--- config.mk ---
export PLATFORM = sky130hd
export DESIGN_NAME = uart_nrx
export DESIGN_NICKNAME = d
export VERILOG_FILES = /design/src/rtl/uart_nrx_pkg.sv /design/src/rtl/uart_nrx_vote.sv /design/src/rtl/uart_nrx_irq.sv /design/src/rtl/uart_nrx.sv
export SDC_FILE = /design/constraint.sdc
export NUM_CORES = 1
export LEC_CHECK = 0
export ABC_AREA = 1
export BUFFER_PORTS_ARGS = -buffer_cell sky130_fd_sc_hd__buf_2
export CAP_MARGIN = 10
export CORE_MARGIN = 2
export CORE_UTILIZATION = 35
export CTS_CLUSTER_DIAMETER = 120
export DETAILED_ROUTE_END_ITERATION = 7
export MAX_ROUTING_LAYER = met4
export PLACE_DENSITY = 0.51
export SLEW_MARGIN = 20
export SYNTH_ARGS = -nofsm -noshare
export SYNTH_HDL_FRONTEND = slang
export SYNTH_HIERARCHICAL = 1
export SYNTH_SLANG_ARGS = --single-unit
--- constraint.sdc ---
create_clock -name clk -period 2.3 [get_ports clk]
set_clock_uncertainty 0.2 [all_clocks]
set_input_delay 0.115 -clock clk [delete_from_list [all_inputs] [get_ports clk]]
set_output_delay 0.115 -clock clk [all_outputs]
set_load 0.02 [all_outputs]
--- src/rtl/uart_nrx_pkg.sv ---
package uart_nrx_pkg;

    typedef enum logic [2:0] {
        S_IDLE,
        S_START,
        S_DATA,
        S_PAR,
        S_HALF,
        S_STOP1,
        S_STOP2
    } rx_state_e;

    typedef enum logic [1:0] {
        STOP_ONE      = 2'b00,
        STOP_HALF     = 2'b01,
        STOP_TWO      = 2'b10,
        STOP_ONE_HALF = 2'b11
    } stop_mode_e;

endpackage

--- src/rtl/uart_nrx_vote.sv ---
module uart_nrx_vote (
    input  logic s_early,
    input  logic s_mid,
    input  logic s_late,
    input  logic one_sample,
    output logic bit_val,
    output logic noisy
);
    logic majority;
    logic agree;

    always_comb begin
        majority = (s_early & s_mid) | (s_early & s_late) | (s_mid & s_late);
        agree    = (s_early == s_mid) && (s_mid == s_late);
        bit_val  = one_sample ? s_mid : majority;
        noisy    = !one_sample && !agree;
    end
endmodule

--- src/rtl/uart_nrx_irq.sv ---
module uart_nrx_irq (
    input  logic ie_err,
    input  logic ie_par,
    input  logic ie_full,
    input  logic full,
    input  logic nerr,
    input  logic perr,
    input  logic ferr,
    input  logic oerr,
    output logic irq
);
    always_comb begin
        irq = (ie_err && (nerr || ferr || oerr))
            || (ie_par && perr)
            || (ie_full && (full || oerr));
    end
endmodule

--- src/rtl/uart_nrx.sv ---
module uart_nrx
    import uart_nrx_pkg::*;
#(
    parameter int DATA_W = 8,
    parameter int OS_HI  = 16,
    parameter int OS_LO  = 8
) (
    input  logic              clk,
    input  logic              rst_n,
    input  logic              tick,
    input  logic              rxd,
    input  logic              cfg_os8,
    input  logic              cfg_onesamp,
    input  logic              cfg_par_en,
    input  logic              cfg_par_odd,
    input  logic [1:0]        cfg_stop,
    input  logic              ie_err,
    input  logic              ie_par,
    input  logic              ie_full,
    input  logic              rd_strobe,
    output logic [DATA_W-1:0] rx_data,
    output logic              rx_full,
    output logic              err_noise,
    output logic              err_par,
    output logic              err_frame,
    output logic              err_ovr,
    output logic              irq
);
    localparam int CNT_W = $clog2(OS_HI);
    localparam int IDX_W = $clog2(DATA_W);
    localparam logic [CNT_W-1:0] MID_HI  = CNT_W'(OS_HI / 2);
    localparam logic [CNT_W-1:0] MID_LO  = CNT_W'(OS_LO / 2);
    localparam logic [CNT_W-1:0] LAST_HI = CNT_W'(OS_HI - 1);
    localparam logic [CNT_W-1:0] LAST_LO = CNT_W'(OS_LO - 1);
    localparam logic [IDX_W-1:0] IDX_END = IDX_W'(DATA_W - 1);

    typedef struct packed {
        rx_state_e         st;
        logic [CNT_W-1:0]  cnt;
        logic              s0;
        logic              s1;
        logic [DATA_W-1:0] shreg;
        logic [IDX_W-1:0]  idx;
        logic              par_acc;
        logic              noise_acc;
        logic              prev;
        logic [DATA_W-1:0] data;
        logic              full;
        logic              nerr;
        logic              perr;
        logic              ferr;
        logic              oerr;
    } rx_regs_t;

    localparam rx_regs_t RESET_VAL = '{
        st: S_IDLE, cnt: '0, s0: 1'b1, s1: 1'b1, shreg: '0, idx: '0,
        par_acc: 1'b0, noise_acc: 1'b0, prev: 1'b1, data: '0,
        full: 1'b0, nerr: 1'b0, perr: 1'b0, ferr: 1'b0, oerr: 1'b0
    };

    rx_regs_t   r_q, r_d;
    stop_mode_e smode;
    logic       bit_v, noisy_v;

    assign smode = stop_mode_e'(cfg_stop);

    uart_nrx_vote u_vote (
        .s_early    (r_q.s0),
        .s_mid      (r_q.s1),
        .s_late     (rxd),
        .one_sample (cfg_onesamp),
        .bit_val    (bit_v),
        .noisy      (noisy_v)
    );

    always_comb begin
        logic [CNT_W-1:0] mid, last;
        logic             at_early, at_mid, at_late, at_last, at_half;
        logic             finish, fin_noise, fin_ferr;
        rx_state_e        stop_entry;

        mid        = cfg_os8 ? MID_LO : MID_HI;
        last       = cfg_os8 ? LAST_LO : LAST_HI;
        at_early   = (r_q.cnt == mid - 1'b1);
        at_mid     = (r_q.cnt == mid);
        at_late    = (r_q.cnt == mid + 1'b1);
        at_last    = (r_q.cnt == last);
        at_half    = (r_q.cnt == mid - 1'b1);
        stop_entry = (smode == STOP_ONE || smode == STOP_TWO) ? S_STOP1 : S_HALF;
        finish     = 1'b0;
        fin_noise  = r_q.noise_acc;
        fin_ferr   = 1'b0;

        r_d = r_q;

        if (rd_strobe) begin
            r_d.full = 1'b0;
            r_d.nerr = 1'b0;
            r_d.perr = 1'b0;
            r_d.ferr = 1'b0;
            r_d.oerr = 1'b0;
        end

        if (tick) begin
            r_d.prev = rxd;
            if (r_q.st != S_IDLE) begin
                r_d.cnt = r_q.cnt + 1'b1;
                if (at_early) r_d.s0 = rxd;
                if (at_mid)   r_d.s1 = rxd;
            end
            unique case (r_q.st)
                S_IDLE: begin
                    if (r_q.prev && !rxd) begin
                        r_d.st        = S_START;
                        r_d.cnt       = CNT_W'(1);
                        r_d.noise_acc = 1'b0;
                        r_d.par_acc   = 1'b0;
                        r_d.idx       = '0;
                    end
                end
                S_START: begin
                    if (at_late) begin
                        r_d.noise_acc = r_q.noise_acc | noisy_v;
                        if (bit_v) begin
                            r_d.st  = S_IDLE;
                            r_d.cnt = '0;
                        end
                    end
                    if (at_last) begin
                        r_d.cnt = '0;
                        r_d.st  = S_DATA;
                    end
                end
                S_DATA: begin
                    if (at_late) begin
                        r_d.noise_acc = r_q.noise_acc | noisy_v;
                        r_d.shreg     = {bit_v, r_q.shreg[DATA_W-1:1]};
                        r_d.par_acc   = r_q.par_acc ^ bit_v;
                    end
                    if (at_last) begin
                        r_d.cnt = '0;
                        if (r_q.idx == IDX_END) begin
                            r_d.st = cfg_par_en ? S_PAR : stop_entry;
                        end else begin
                            r_d.idx = r_q.idx + 1'b1;
                        end
                    end
                end
                S_PAR: begin
                    if (at_late) begin
                        r_d.noise_acc = r_q.noise_acc | noisy_v;
                        r_d.par_acc   = r_q.par_acc ^ bit_v;
                    end
                    if (at_last) begin
                        r_d.cnt = '0;
                        r_d.st  = stop_entry;
                    end
                end
                S_HALF: begin
                    if (at_half) begin
                        r_d.cnt = '0;
                        if (smode == STOP_HALF) finish = 1'b1;
                        else                    r_d.st = S_STOP1;
                    end
                end
                S_STOP1: begin
                    if (at_late) begin
                        r_d.noise_acc = r_q.noise_acc | noisy_v;
                        if (!bit_v || smode != STOP_TWO) begin
                            finish    = 1'b1;
                            fin_noise = r_q.noise_acc | noisy_v;
                            fin_ferr  = !bit_v;
                        end
                    end
                    if (at_last) begin
                        r_d.cnt = '0;
                        r_d.st  = S_STOP2;
                    end
                end
                S_STOP2: begin
                    if (at_late) begin
                        finish    = 1'b1;
                        fin_noise = r_q.noise_acc | noisy_v;
                        fin_ferr  = !bit_v;
                    end
                end
                default: r_d.st = S_IDLE;
            endcase
        end

        if (finish) begin
            r_d.st  = S_IDLE;
            r_d.cnt = '0;
            if (r_d.full) begin
                r_d.oerr = 1'b1;
            end else begin
                r_d.data = r_q.shreg;
                r_d.full = 1'b1;
                r_d.nerr = fin_noise;
                r_d.perr = cfg_par_en && (r_q.par_acc ^ cfg_par_odd);
                r_d.ferr = fin_ferr;
                r_d.oerr = 1'b0;
            end
        end
    end

    always_ff @(posedge clk or negedge rst_n) begin
        if (!rst_n) r_q <= RESET_VAL;
        else        r_q <= r_d;
    end

    assign rx_data   = r_q.data;
    assign rx_full   = r_q.full;
    assign err_noise = r_q.nerr;
    assign err_par   = r_q.perr;
    assign err_frame = r_q.ferr;
    assign err_ovr   = r_q.oerr;

    uart_nrx_irq u_irq (
        .ie_err  (ie_err),
        .ie_par  (ie_par),
        .ie_full (ie_full),
        .full    (r_q.full),
        .nerr    (r_q.nerr),
        .perr    (r_q.perr),
        .ferr    (r_q.ferr),
        .oerr    (r_q.oerr),
        .irq     (irq)
    );
endmodule

# After elaboration in Yosys (flattened, before gate mapping)
# Index checks and enable logic that the tools add are counted.
dict set report totals {
  register_bits 36
  inputBits 14
  out_inout_bits 14
  elab_cells 146
}
dict set report classes {
  n_addsub 4
  n_eq_ne 30
  muxes 52
  n_bitwise 9
  reduce_logical 36
}
# cell count
set ops {}
lappend ops {{$mux W7} 9}
lappend ops {{$pmux W4 S6} 1}
lappend ops {{$mux W23} 1}
lappend ops {{$ne A3 B3 Y1 const B} 7}
lappend ops {{$pmux W3 S7} 1}
lappend ops {{$mux W1} 19}
lappend ops {{$mux W3} 6}
lappend ops {{$eq A4 B4 Y1} 4}
lappend ops {{$mux W8} 2}
lappend ops {{$mux W5} 3}
lappend ops {{$eq A3 B3 Y1 const B} 4}
lappend ops {{$reduce_and A11 Y1} 1}
lappend ops {{$ne A2 B2 Y1 const B} 5}
lappend ops {{$reduce_and A3 Y1} 3}
lappend ops {{$add A4 B1 Y4 const B} 2}
lappend ops {{$mux W4} 2}
lappend ops {{$ne A4 B4 Y1 const B} 2}
lappend ops {{$reduce_and A4 Y1} 2}
lappend ops {{$reduce_bool A2 Y1} 4}
lappend ops {{$logic_and A1 B1 Y1} 7}
lappend ops {{$logic_or A1 B1 Y1} 7}
lappend ops {{$eq A3 B2 Y1 const B} 2}
lappend ops {{$mux W6} 1}
lappend ops {{$pmux W1 S2} 3}
lappend ops {{21 further kinds} 33}

# Longest topological paths before layout
# Gate-level depths: netlist of run 1.
dict set report depth {
  word_depth 12
  ltp_mapped 15
  depth_no_buf 15
}

# By module
# Netlist of run 1, hierarchy kept.
# mod n_inst cells_per_inst area_each_um2 seq_area_each_um2
set by_module_without_submodules {}
lappend by_module_without_submodules {uart_nrx 1 269 2148.3 904.6}
lappend by_module_without_submodules {uart_nrx_vote 1 11 62.6 0.0}
lappend by_module_without_submodules {uart_nrx_irq 1 11 41.3 0.0}

# Least setup slack after synthesis of run 1
# OpenSTA, ideal clock, no wires.
dict set report synth_timing {
  kind {flip-flop to flip-flop}
  startpoint {register r_q[27] in the netlist's numbering}
  endpoint {register r_q, in the netlist err_frame}
  arrival_ns 1.710
  setup_slack_ns 0.316
  path_stages_with_launch 15
  period_less_slack_ns 1.984
  cell_sequence {dfstp_2 -> ha_1 -> nor2_1 -> nand3_1 -> nand2_1 -> inv_1 -> nand2_1 -> nor2_1 -> o21ai_2 -> a21oi_4 -> inv_2 -> nand3_4 -> buf_6 -> nand3_1 -> o21ai_2}
}
# item line_no
set synth_rtl {}
lappend synth_rtl {{start: declaration} uart_nrx.sv:61} ;# rx_regs_t r_q, r_d;
lappend synth_rtl {{start signal: assignment} uart_nrx.sv:209} ;# else r_q <= r_d;

# Final worst setup path of run 1
dict set report layout_timing {
  startpoint {register r_q[27] in the netlist's numbering}
  endpoint {register r_q[35] in the netlist's numbering}
}
dict set report layout_via {
  elab_chain_len 12
}
# item line_no
set layout_rtl {}
lappend layout_rtl {{$and A1 B1 Y1} uart_nrx_vote.sv:13} ;# majority = (s_early & s_mid) | (s_early & s_late) | (s_mid & s_late);
lappend layout_rtl {{$or A1 B1 Y1 (2 in a row)} uart_nrx_vote.sv:13}
lappend layout_rtl {{$mux W1 (*)} uart_nrx_vote.sv:15} ;# bit_val = one_sample ? s_mid : majority;
lappend layout_rtl {{named net bit_v} uart_nrx.sv:63} ;# logic bit_v, noisy_v;
lappend layout_rtl {{$logic_not A1 Y1} uart_nrx.sv:169} ;# if (!bit_v || smode != STOP_TWO) begin
lappend layout_rtl {{$logic_or A1 B1 Y1} uart_nrx.sv:169}
lappend layout_rtl {{$mux W1} uart_nrx.sv:169}
lappend layout_rtl {{$mux W1} uart_nrx.sv:167} ;# if (at_late) begin
lappend layout_rtl {{$pmux W1 S3} uart_nrx.sv:111} ;# unique case (r_q.st)
lappend layout_rtl {{$mux W1} uart_nrx.sv:104} ;# if (tick) begin
lappend layout_rtl {{$ne A4 B4 Y1 (no source line), or another cell as far along} --}
lappend layout_rtl {{$reduce_and A11 Y1 (no source line)} --}
# The timed path passes the listed nets; every way through them passes the cells marked *.
# A chain may end at the register's enable or synchronous reset.

==> results.toml, run 1 <==
[detailed_routing]
drt_iter0_markers = 72
viasPerCell = 4.67
dr.pass1.iters = 5
wl_per_cell_um = 12.5
drc = 0
ant_nets = 0
vias = 1871
wirelength_mm = 5.03

[sta]
hold_violations = 0
slew_violations = 0
period_share_pct = 95.2
fin_ws_ns = 0.110
slew_headroom_pct = 44.9
holdWs_ns = 0.0224
rsz0062_at_grt = "true"
timing.fmax_mhz = 457
period_minus_slack_ns = 2.19
tightest_slew_ns = 0.826
setup_viol_count_final = 0

[yosys]
ys.flop_type = "dfrtp_1"
ys_top_cells_by_area = "dfrtp_1, nand2_1, inv_1, nand3_1, o21ai_0"
syn_inst = 291
async_flop_share_pct = 100
ys_warn_count = 6
ys_seq_elements = 36
synth_edf_count = 0
yosysTopAreaCellShare_pct = 36.7
synth_cell_types = 37
synth_nets = 312
synth_seq_area_share_pct = 40.2
yosys.area.top_type = "dfrtp_1"
synth.avg_cell_area_sq_um = 7.74
netlist_area_sq_mm = 0.00225

[final_layout]
stdcell_count = 401
layout-drive-gt1-share_pct = 25.9
synthToLayoutAreaGrowth_pct = 17.1
seq_area_sq_um = 905
diodes = 0
multiInputGateArea_sq_mm = 0.00110
nets = 344
final.fill_count = 643
final_cell_mix = "nand2_1, inv_1, dfrtp_1"
mostFrequentLayoutCell = "nand2_1"

[floorplanning]
dieWidth_um = 84.2
row_count = 29
num_io_pins = 28
start_util_pct = 35.9
dieArea_sq_mm = 0.00709
core_area_sq_mm = 0.00628
chipHeight_um = 84.2

[clock_tree]
clockBufferDepth = 2
cts.sinks = 36
clk_latency_ns = 0.30
numCtsBuffers = 5
clk_pin_slew_worst_paths_ns = 0.08
root_buffer = "clkbuf_8"
htreeDepth = 2
cts_tree = "built"

[setup_path]
cp-end-kind = "flop"
criticalPathCategory = "reg -> reg"
path_max_fanout = 4
worstSetupStartpointType = "flop"
worstPathRequired_ns = 2.34
arrival_ns = 2.23

[run]
max_cap_violations = 0

[global_routing]
grt_first_pass_wirelength_mm = 8.58
grt-ovfl-total = 0
grt_pass1_vias = 1786
antenna_found_initial = 0
grt_max_degree = 37
grt_use_total_pct = 15.6

[min_path]
hold_path_class = "in -> reg"

[status]
status = "finished clean"

[place]
place_ws_ns = 0.180
port_buffers = 27
gp_congestion = 0.885
dp_hpwl_mm = 3.71
place_inst = 385

[power_and_ir_drop]
worst_ir_drop_vdd_uv = 316
p_per_area_mw_per_mm2 = 603
cellLeakagePower_nw = 1.38
## per-stage QoR
| step | util, % | setup TNS, ns | cell area (sq um) | total power, mW |
|---|---|---|---|---|
| global route | 42.0 | -0.0163 | 2640 | 1.69 |
| global placement | 38.6 | 0 | 2420 | 1.02 |
| finish | 42.0 | 0 | 2640 | 1.59 |
| detailed placement | 38.6 | 0 | 2420 | 1.02 |
| floorplan | - | 0 | 2250 | 0.923 |
| CTS | 41.0 | 0 | 2570 | 1.61 |
## worst paths after layout
kind | start | to | slack [ns] | cells past startpoint
worst max register to register | r_q[27] | r_q[35] | 0.11 | 15
worst min-delay path | cfg_par_odd | err_par | 0.02 | 5
min in group asynchronous | rst_n | r_q[29] | 0.25 | 2
worst min register to register | r_q[19] | rx_data[0] | 0.27 | 2
max in group asynchronous | rst_n | r_q[14] | 1.12 | 2
worst max-delay path | r_q[27] | r_q[35] | 0.11 | 15
## cell families after synthesis
logic type / synth area share [%]
compound gates: 11.2
fa+ha+maj: 3.89
buf+inv: 11.8
simple gates: 31.4
flops: 40.2
xor+xnor: 1.56
## layer usage
layer,share of wire (%),GRT usage (%)
met3,3.6,3.34
met4,1.3,4.40
met1,48,20.0
met2,47,25.1
met5,0,-
## state kept, by name, indices dropped and copies added, names as in the netlist
name       flops
r_q           23
rx_data        8
err_frame      1
err_noise      1
err_ovr        1
err_par        1
rx_full        1
## cell type report
class,count,area share (%)
Inverter,45,6.45
Multi-Input combinational cell,197,41.6
Timing Repair Buffer,38,9.78
Tap cell,77,3.65
Clock inverter,3,1.61
Clock buffer,5,2.61
Sequential cell,36,34.3
## critical path: stages, from the launching register on
cell and delay (ns):
dfstp_2 0.56, ha_2 0.17, nor2_1 0.04, nand3_1 0.05
nand2_1 0.05, inv_1 0.07, nand2_1 0.07, nor2_2 0.11
o21ai_2 0.08, a21oi_4 0.21, buf_4 0.14, buf_4 0.09
nand3_1 0.06, inv_1 0.07, nand3_1 0.07, nand2_1 0.08
## power breakdown
| group | internal, mW | switching, mW |
|---|---|---|
| logic | 0.110 | 0.206 |
| registers | 0.671 | 0.0313 |
| clock network | 0.321 | 0.249 |
| total | 1.10 | 0.486 |
## synthesized netlist by cell type, drive strengths merged (2+ instances only)
| cell type | number |
|---|---|
| inv | 43 |
| xor2 | 2 |
| nand2 | 89 |
| dfrtp | 33 |
| xnor2 | 2 |
| a21oi | 5 |
| nand3 | 26 |
| ha | 7 |
| dfstp | 3 |
| nor3 | 4 |
| o21ai | 28 |
| buf | 12 |
| nand4 | 5 |
| clkinv | 2 |
| nor2 | 22 |
## what timing repair did
action / in CTS / in global routing
gates resized for setup: 0 / 5
hold buffers: 4 / 0
setup buffers: 0 / 3
hold endpoints to repair: 40 / 0
endpoints found under the setup margin: 0 / 10
No activity file was read; power rests on OpenSTA's default activity.
==> inputs of run 2 (changes only) <==
Settings changed: CTS_BUF_LIST set to sky130_fd_sc_hd__clkbuf_16.
==> run 2 against run 1 <==
Against the previous run: the run now ends with negative hold slack left; critical path depth up 1; wire length down 0.60%; critical path type is now in -> reg; largest cell class unchanged; die area unchanged; sequential power about the same; maximum frequency up 1.2%; hold slack worse by 0.023 ns; final cell count down 0.50%; sequential cell count unchanged; first-iteration DRC count down 11%; cell area up 1.5%.
==> results.toml, run 2 (synthesized netlist as in run 1, its figures left out) <==
[status]
status = "finished, violations left"
violations = "negative hold slack"

[setup_path]
path_max_fanout = 8
cp_num_buf_inv = 5
crit_cells = 16
rrSetupSlack_ns = 0.14
worstSetupStartpointType = "input port"
crit_chain = "dlygate4sd3_1, buf_2, ha_1, nor2_1, nand3_1, nand2_1, inv_1, nand2_1, nor2_2, o21ai_2, a21oi_4, inv_2, nand3_4, clkbuf_16, nand2_1, o21ai_2"
worstPathRequired_ns = 2.27
path_delay_family = "buffers and inverters"
crit_path_top_delay_cell = "dlygate4sd3_1"
cp-end-kind = "flop"
slowest_delay_ns = 0.53
arrival_ns = 2.14
criticalPathCategory = "in -> reg"
ff2ff_path_depth = 14
worst_path_most_repeated_cell = "nand2_1"

[global_routing]
antenna_found_initial = 0
grt_use_total_pct = 15.8
grt-ovfl-total = 0
grt_max_degree = 37
grt_first_pass_wirelength_mm = 8.59
grt_pass1_vias = 1789

[final_layout]
layout-drive-gt1-share_pct = 25.8
seq_area_sq_um = 905
largest_register = "r_q"
synthToLayoutAreaGrowth_pct = 18.8
nets = 342
multiInputGateArea_sq_mm = 0.00110
mostFrequentLayoutCell = "nand2_1"
final_cell_mix = "nand2_1, inv_1, dfrtp_1"
diodes = 0
largest_register_ffs = 23
final.fill_count = 636
stdcell_count = 399

[power_and_ir_drop]
p_sw_share_pct = 28.2
p_switching_mw = 0.506
p_clk_share_pct = 43.3
worst_ir_drop_vdd_uv = 341
power.internal_mw = 1.29
power_frac_seq_pct = 39.1
pwr-share-comb_pct = 17.5
p_per_area_mw_per_mm2 = 672
cellLeakagePower_nw = 1.40

[min_path]
whs_path_depth = 4
hold_path_class = "in -> reg"

[sta]
hold_violations = 1
tightest_slew_ns = 0.812
holdWs_ns = -0.000498
timing.fmax_mhz = 462
slew_violations = 0
period_minus_slack_ns = 2.16
slew_headroom_pct = 45.9
rsz0062_at_grt = "true"
setup_viol_count_final = 0
period_share_pct = 94.1

[place]
port_buffers = 27
dp_hpwl_mm = 3.71
place_inst = 385
gp_congestion = 0.885

[detailed_routing]
drt_iter0_markers = 64
drc = 0
wl_met1_mm = 2.34
wl_per_cell_um = 12.5
wirelength_mm = 5.00
vias = 1869
dr.pass1.iters = 4
ant_nets = 0
wl_met3_um = 251
viasPerCell = 4.68
wl_met2_mm = 2.34
top_layer_used = "met4"

[run]
max_cap_violations = 0

[floorplanning]
row_count = 29
dieWidth_um = 84.2
core_area_sq_mm = 0.00628
dieArea_sq_mm = 0.00709
start_util_pct = 35.9
chipHeight_um = 84.2
num_io_pins = 28

[clock_tree]
cts.sinks = 36
clockBufferDepth = 2
cts_tree = "built"
htreeDepth = 2
numCtsBuffers = 5
clk_latency_ns = 0.28
root_buffer = "clkbuf_16"
clk_pin_slew_worst_paths_ns = 0.06
-- run 2: what timing repair did --
item                                    in CTS  in global routing
endpoints found under the setup margin       0                 10
hold endpoints to repair                    39                  0
buffers inserted                             0                  2
resized for setup                            0                  5
hold buffers                                 3                  0
-- run 2: routing by layer --
layer / up-vias / GRT usage [%]
li1: 974 / -
met1: 842 / 19.3
met2: 47 / 25.2
met3: 6 / 4.33
met4: 0 / 5.43
met5: - / -
-- run 2: stage by stage --
| stage | util [%] | setup TNS (ns) | power, mW | setup slack, ns | area [sq um] |
|---|---|---|---|---|---|
| 2_1_floorplan | - | 0 | 0.923 | 0.316 | 2250 |
| 3_3_place_gp | 38.6 | 0 | 1.02 | 0.244 | 2420 |
| 3_5_place_dp | 38.6 | 0 | 1.02 | 0.180 | 2420 |
| 4_1_cts | 41.7 | 0 | 1.82 | 0.154 | 2620 |
| 5_1_grt | 42.6 | -0.00785 | 1.91 | -0.00785 | 2680 |
| 6_report | 42.6 | 0 | 1.80 | 0.136 | 2680 |
-- run 2: power by group through the flow --
stage | sequential (mW) | combinational (mW) | clock [mW]
6_report | 0.703 | 0.315 | 0.779
5_1_grt | 0.710 | 0.361 | 0.838
4_1_cts | 0.704 | 0.316 | 0.802
3_5_place_dp | 0.715 | 0.307 | 0
3_3_place_gp | 0.714 | 0.306 | 0
2_1_floorplan | 0.708 | 0.215 | 0
-- run 2: area by class of cell --
cell class	instances	share of cell area, %
Clock buffer	5	4.68
Clock inverter	3	1.59
Inverter	45	6.36
Multi-Input combinational cell	197	41.0
Sequential cell	36	33.8
Tap cell	77	3.60
Timing Repair Buffer	36	8.98
-- run 2: tightest hold or removal path, delay by kind of cell --
family	cells	cell delay, ns
compound gates	2	0.17
buf+inv	1	0.08
simple gates	1	0.06
-- run 2: final timing paths --
check	startpoint	end
max in group asynchronous	rst_n	r_q[14]
setup reg to reg	r_q[27]	rx_data[1]
setup / recovery	rxd	rx_data[1]
min in group asynchronous	rst_n	r_q[29]
hold / removal	cfg_onesamp	r_q[14]
hold reg to reg	rx_data[2]	rx_data[2]
